**src/rtl/ebb_pkg.sv**
```systemverilog
package ebb_pkg;
  // status bit positions, LSB-0 numbering of a 64-bit register
  localparam int BIT_GE   = 63;
  localparam int BIT_EXT  = 33;
  localparam int BIT_PM   = 32;
  localparam int BIT_RSVH = 31;
  localparam int BIT_RSVL = 30;
  localparam int BIT_EXTO = 1;
  localparam int BIT_PMO  = 0;

  typedef enum logic [1:0] {
    SEL_STATUS  = 2'd0,
    SEL_RETURN  = 2'd1,
    SEL_HANDLER = 2'd2,
    SEL_NONE    = 2'd3
  } reg_sel_e;

  typedef enum logic [1:0] {
    SRC_NONE = 2'd0,
    SRC_EXT  = 2'd1,
    SRC_PM   = 2'd2
  } evt_src_e;
endpackage

```
**src/rtl/ebb_decode.sv**
```systemverilog
module ebb_decode #(
  parameter int ILEN = 32
) (
  input  logic            valid,
  input  logic [ILEN-1:0] word,
  output logic            is_ret,
  output logic            ret_s
);
  localparam logic [5:0] PRIMARY = 6'b010011;
  localparam logic [9:0] EXTOP   = 10'b0010010010;
  localparam int S_POS = ILEN - 21;

  always_comb begin
    is_ret = valid && (word[ILEN-1:ILEN-6] == PRIMARY) && (word[10:1] == EXTOP);
    ret_s  = word[S_POS];
  end
endmodule

```
**src/rtl/ebb_arbiter.sv**
```systemverilog
module ebb_arbiter
  import ebb_pkg::*;
(
  input  logic     ext_evt,
  input  logic     pm_evt,
  input  logic     armed,
  input  logic     ext_en,
  input  logic     pm_en,
  output logic     take,
  output evt_src_e src
);
  logic ext_hit, pm_hit;

  always_comb begin
    ext_hit = armed && ext_en && ext_evt;
    pm_hit  = armed && pm_en && pm_evt;
    take    = ext_hit || pm_hit;
    if (pm_hit)       src = SRC_PM;
    else if (ext_hit) src = SRC_EXT;
    else              src = SRC_NONE;
  end
endmodule

```
**src/rtl/ebb_regs.sv**
```systemverilog
module ebb_regs
  import ebb_pkg::*;
#(
  parameter int XLEN = 64
) (
  input  logic            clk,
  input  logic            rst,
  input  logic            wr_en,
  input  logic [1:0]      wr_sel,
  input  logic [XLEN-1:0] wr_data,
  input  logic            busy,
  input  logic            take,
  input  evt_src_e        src,
  input  logic [XLEN-1:0] nia,
  input  logic            ret_go,
  input  logic            ret_s,
  output logic [XLEN-1:0] status_q,
  output logic [XLEN-1:0] ret_q,
  output logic [XLEN-1:0] hand_q
);
  localparam int ALIGN = 2;

  always_ff @(posedge clk) begin
    if (rst) begin
      status_q <= '0;
      ret_q    <= '0;
      hand_q   <= '0;
    end else begin
      if (wr_en && !busy) begin
        case (reg_sel_e'(wr_sel))
          SEL_STATUS:  status_q <= wr_data;
          SEL_RETURN:  ret_q    <= {wr_data[XLEN-1:ALIGN], {ALIGN{1'b0}}};
          SEL_HANDLER: hand_q   <= {wr_data[XLEN-1:ALIGN], {ALIGN{1'b0}}};
          default: ;
        endcase
      end
      if (take) begin
        status_q[BIT_GE] <= 1'b0;
        if (src == SRC_PM) status_q[BIT_PMO]  <= 1'b1;
        else               status_q[BIT_EXTO] <= 1'b1;
        ret_q <= {nia[XLEN-1:ALIGN], {ALIGN{1'b0}}};
      end
      if (ret_go) status_q[BIT_GE] <= ret_s;
    end
  end
endmodule

```
**src/rtl/ebb_ctrl.sv**
```systemverilog
module ebb_ctrl
  import ebb_pkg::*;
#(
  parameter int XLEN = 64,
  parameter int ILEN = 32,
  parameter int NARROW = 32
) (
  input  logic            clk,
  input  logic            rst,
  input  logic            reg_wr_en,
  input  logic [1:0]      reg_wr_sel,
  input  logic [XLEN-1:0] reg_wr_data,
  input  logic [1:0]      reg_rd_sel,
  output logic [XLEN-1:0] reg_rd_data,
  input  logic            ext_evt,
  input  logic            pm_evt,
  input  logic            insn_valid,
  input  logic [ILEN-1:0] insn_word,
  input  logic [XLEN-1:0] nia,
  input  logic            mode64,
  output logic            redirect_valid,
  output logic [XLEN-1:0] redirect_addr,
  output logic            illegal_insn
);
  logic [XLEN-1:0] status_q, ret_q, hand_q;
  logic            is_ret, ret_s, take, ret_req, ret_bad, ret_go, busy;
  evt_src_e        src;
  logic [XLEN-1:0] ret_target;
  logic            unused_bits;

  assign unused_bits = ^{insn_word[ILEN-7:12], insn_word[0], nia[1:0]};

  ebb_decode #(.ILEN(ILEN)) u_dec (
    .valid(insn_valid), .word(insn_word), .is_ret(is_ret), .ret_s(ret_s)
  );

  ebb_arbiter u_arb (
    .ext_evt(ext_evt), .pm_evt(pm_evt), .armed(status_q[BIT_GE]),
    .ext_en(status_q[BIT_EXT]), .pm_en(status_q[BIT_PM]),
    .take(take), .src(src)
  );

  always_comb begin
    ret_req = is_ret && !take;
    ret_bad = ret_req && (status_q[BIT_RSVH:BIT_RSVL] != 2'b00);
    ret_go  = ret_req && !ret_bad;
    busy    = take || is_ret;
    ret_target = mode64 ? ret_q : {{(XLEN-NARROW){1'b0}}, ret_q[NARROW-1:0]};
  end

  ebb_regs #(.XLEN(XLEN)) u_regs (
    .clk(clk), .rst(rst), .wr_en(reg_wr_en), .wr_sel(reg_wr_sel),
    .wr_data(reg_wr_data), .busy(busy), .take(take), .src(src), .nia(nia),
    .ret_go(ret_go), .ret_s(ret_s),
    .status_q(status_q), .ret_q(ret_q), .hand_q(hand_q)
  );

  always_ff @(posedge clk) begin
    if (rst) begin
      redirect_valid <= 1'b0;
      redirect_addr  <= '0;
      illegal_insn   <= 1'b0;
      reg_rd_data    <= '0;
    end else begin
      redirect_valid <= take || ret_go;
      illegal_insn   <= ret_bad;
      if (take)        redirect_addr <= hand_q;
      else if (ret_go) redirect_addr <= ret_target;
      else             redirect_addr <= '0;
      case (reg_sel_e'(reg_rd_sel))
        SEL_STATUS:  reg_rd_data <= status_q;
        SEL_RETURN:  reg_rd_data <= ret_q;
        SEL_HANDLER: reg_rd_data <= hand_q;
        default:     reg_rd_data <= '0;
      endcase
    end
  end
endmodule

```
**config.mk**
```make
export PLATFORM = sky130hd
export DESIGN_NAME = ebb_ctrl
export DESIGN_NICKNAME = d
export VERILOG_FILES = /design/src/rtl/ebb_pkg.sv /design/src/rtl/ebb_decode.sv /design/src/rtl/ebb_arbiter.sv /design/src/rtl/ebb_regs.sv /design/src/rtl/ebb_ctrl.sv
export SDC_FILE = /design/constraint.sdc
export NUM_CORES = 1
export LEC_CHECK = 0
export ABC_AREA = 0
export BUFFER_PORTS_ARGS = -buffer_cell sky130_fd_sc_hd__buf_2
export CAP_MARGIN = 10
export CORE_MARGIN = 3
export CORE_UTILIZATION = 51
export DETAILED_ROUTE_END_ITERATION = 6
export PLACE_DENSITY_LB_ADDON = 0.15
export SYNTH_ARGS = -nofsm -noshare
export SYNTH_HDL_FRONTEND = slang
export SYNTH_SLANG_ARGS = --single-unit
```
**constraint.sdc**
```tcl
create_clock -name clk -period 2.2 [get_ports clk]
set_input_delay 0.11 -clock clk [delete_from_list [all_inputs] [get_ports clk]]
set_output_delay 0.11 -clock clk [all_outputs]
set_load 0.005 [all_outputs]
```
==> metrics.csv <==
stage,metric,value,unit
floorplanning,ioPinCount,301,
grt,antenna_found_initial,5,
floorplanning,start_util,52.0,%
routing,vias_per_cell,5.29,
synthesis,synth_seq_area_share,49.9,%
routing,wirelength,36.5,mm
synthesis,syn_inst,1410,
placement,io_buffers,281,
grt,grt_first_pass_wirelength,57.5,mm
synthesis,yosysMostFrequentCell,dfxtp_1,
synthesis,ys_top_cells_by_count,"dfxtp_1, nor2_1, nand2_1",
sta,setup_viol,0,
sta,rsz0062_at_grt,no,
final_layout,fin_cells,2134,
floorplanning,placementRows,57,
sta,fin_crit,1.96,ns
sta,slew_viol_final,0,
grt,grt_pass1_vias,11131,
routing,avgRoutedWirePerCell,17.1,µm
critical_path,cp-end-kind,register,
synthesis,ys_async_sr_fraction,0,%
final_layout,drive_above_1_share,25.0,%
clocking,cts_buffers,31,
clocking,cts_root_buf,clkbuf_16,
routing,vias,11288,
floorplanning,die_h,164,µm
floorplanning,core_area,24400,µm²
final_layout,fillCellCount,1979,
sta,period_share,89.0,%
sta,hold_viol,0,
pwr,ir_drop,0.000571,V
critical_path,criticalPathCategory,in -> reg,
placement,dp_slack,-0.100,ns
routing,detail-route-antenna-nets,0,
run_status,status,"finished, final reports clean",
synthesis,syn_area_per_cell,9.00,µm²
synthesis,synth-edff-count,0,
final_layout,synthToLayoutAreaGrowth,32.4,%
synthesis,syn_area,12700,µm²
floorplanning,die_w,164,µm
clocking,clock_sinks,316,
sta,worst_slew_pin_slew,1.14,ns
critical_path,crit_path_start_kind,input pin,
critical_path,crit_fanout,6,
pwr,leakage,0.00747,µW
placement,place_hpwl,22.0,mm
run,maxCapViolations,0,
placement,dpl.cell_count,1938,
routing,drc,0,
final_layout,fin_nets,1952,
clocking,clk_path_buf_depth,3,
worst_hold_path,hold_class,in -> reg,
grt,gr-total-overflow,0,
routing,drt-initial-drc-count,665,
critical_path,cp.arrival,2.39,ns
synthesis,synth_top_cells_by_area,"dfxtp_1, mux2i_1, nor2_1",
sta,max_clock_freq,0.511,GHz
final_layout,multi_input_area,5710,µm²
synthesis,synth_flop_cell,dfxtp_1,
synthesis,yosysWarningCount,0,
clocking,clk_pin_slew,0.07,ns
synthesis,synth_top_area_cell,dfxtp_1,
final_layout,final-seq-area,6330,µm²
synthesis,synth_seq_cells,316,
pwr,power_density,764,nW/µm²
critical_path,required,2.63,ns
synthesis,ys_types,40,
routing,drtPass1Iterations,5,
clocking,cts_tree,yes,
clocking,cts_resized,0,
placement,place_congestion,0.818,
sta,fin_skew,0.0245,ns
floorplanning,die_area,26800,µm²
grt,grt_usage,26.4,%
clocking,cts_max_level,1,
sta,slew_headroom,23.8,%
sta,worst_slack,0.242,ns
clocking,worstSkewPairLatency,0.56,ns
synthesis,yosysTopAreaCellShare,49.9,%
grt,grt_max_degree,78,
[path summary, 6_finish.rpt]
path	startpoint	end	depth (start not counted)	slack, ns
setup reg to reg	u_regs.status_q[33]$_SDFFE_PP0P_	u_regs.status_q[0]$_SDFF_PP0_	6	0.25
setup / recovery	insn_word[4]	u_regs.status_q[0]$_SDFF_PP0_	7	0.24
hold / removal	insn_word[7]	illegal_insn$_SDFF_PP0_	4	0.08
hold reg to reg	u_regs.status_q[1]$_SDFF_PP0_	u_regs.status_q[1]$_SDFF_PP0_	2	0.45
[per-stage QoR]
step	setup TNS, ns	hold WS [ns]	area (µm²)	power [µW]	utilization (%)
2_1_floorplan	0	0.246	12700	6870	-
5_1_grt	0	0.0916	16800	13300	68.8
6_report	0	0.0829	16800	12800	68.8
3_3_place_gp	-1.63	0.375	14400	7240	58.9
4_1_cts	0	0.0607	16700	12900	68.7
3_5_place_dp	-4.09	0.382	14400	7270	58.9
[timing repair]
action                                  CTS  global route
endpoints found under the hold margin   207             0
setup buffers                             0             4
endpoints found under the setup margin    0             2
hold buffers                            130             0
[state kept, by name (all words and copies together), names as in the netlist]
| register | flops |
|---|---|
| illegal_insn | 1 |
| redirect_addr | 62 |
| redirect_valid | 1 |
| reg_rd_data | 64 |
| u_regs.hand_q | 62 |
| u_regs.ret_q | 62 |
| u_regs.status_q | 64 |
[routing by layer]
layer	track usage [%]	share of wire (%)
met1	33.7	43
met2	45.7	49
met3	3.68	5.8
met4	9.80	2.8
met5	0	0
[layout make-up]
class                           count  area share, %
Inverter                            3         0.0671
Timing Repair Buffer              456           19.3
Antenna cell                        5         0.0745
Clock inverter                     12          0.842
Sequential cell                   316           37.7
Multi-Input combinational cell    973           34.0
Clock buffer                       45           5.59
Tap cell                          324           2.41
[worst max-delay path: stages]
cell           delay (ns)
buf_2                0.11
or4b_1               0.63
or3_4                0.45
o2111a_2             0.31
a32oi_1              0.16
dlygate4sd3_1        0.57
a21oi_1              0.06
[cells by family after synthesis]
group                  synth area share [%]
multiplexers                           9.78
flip-flops                             49.9
buffers and inverters                  5.45
AND/OR/NAND/NOR                        17.9
AO/OA/AOI/OAI                          16.9
other                                0.0296
[cells in the final DEF, fill, tap and decap left out, drive strengths merged, types with 3 or more instances in the layout]
master / instances
inv: 4
diode: 5
and2: 3
clkinv: 7
mux2i: 124
a211o: 3
nor2: 312
bufinv: 3
clkbuf: 45
nor3: 3
a311oi: 62
a21oi: 130
nand2: 252
dlygate4sd3: 130
buf: 326
a22oi: 62
dfxtp: 316
[report_power, final]
group	internal [µW]	total (µW)	switching, µW
Combinational	618	1290	672
Sequential	5920	6050	131
Clock	3290	5490	2200
Total	9830	12800	3000
Power figures use the tool's default switching activity.
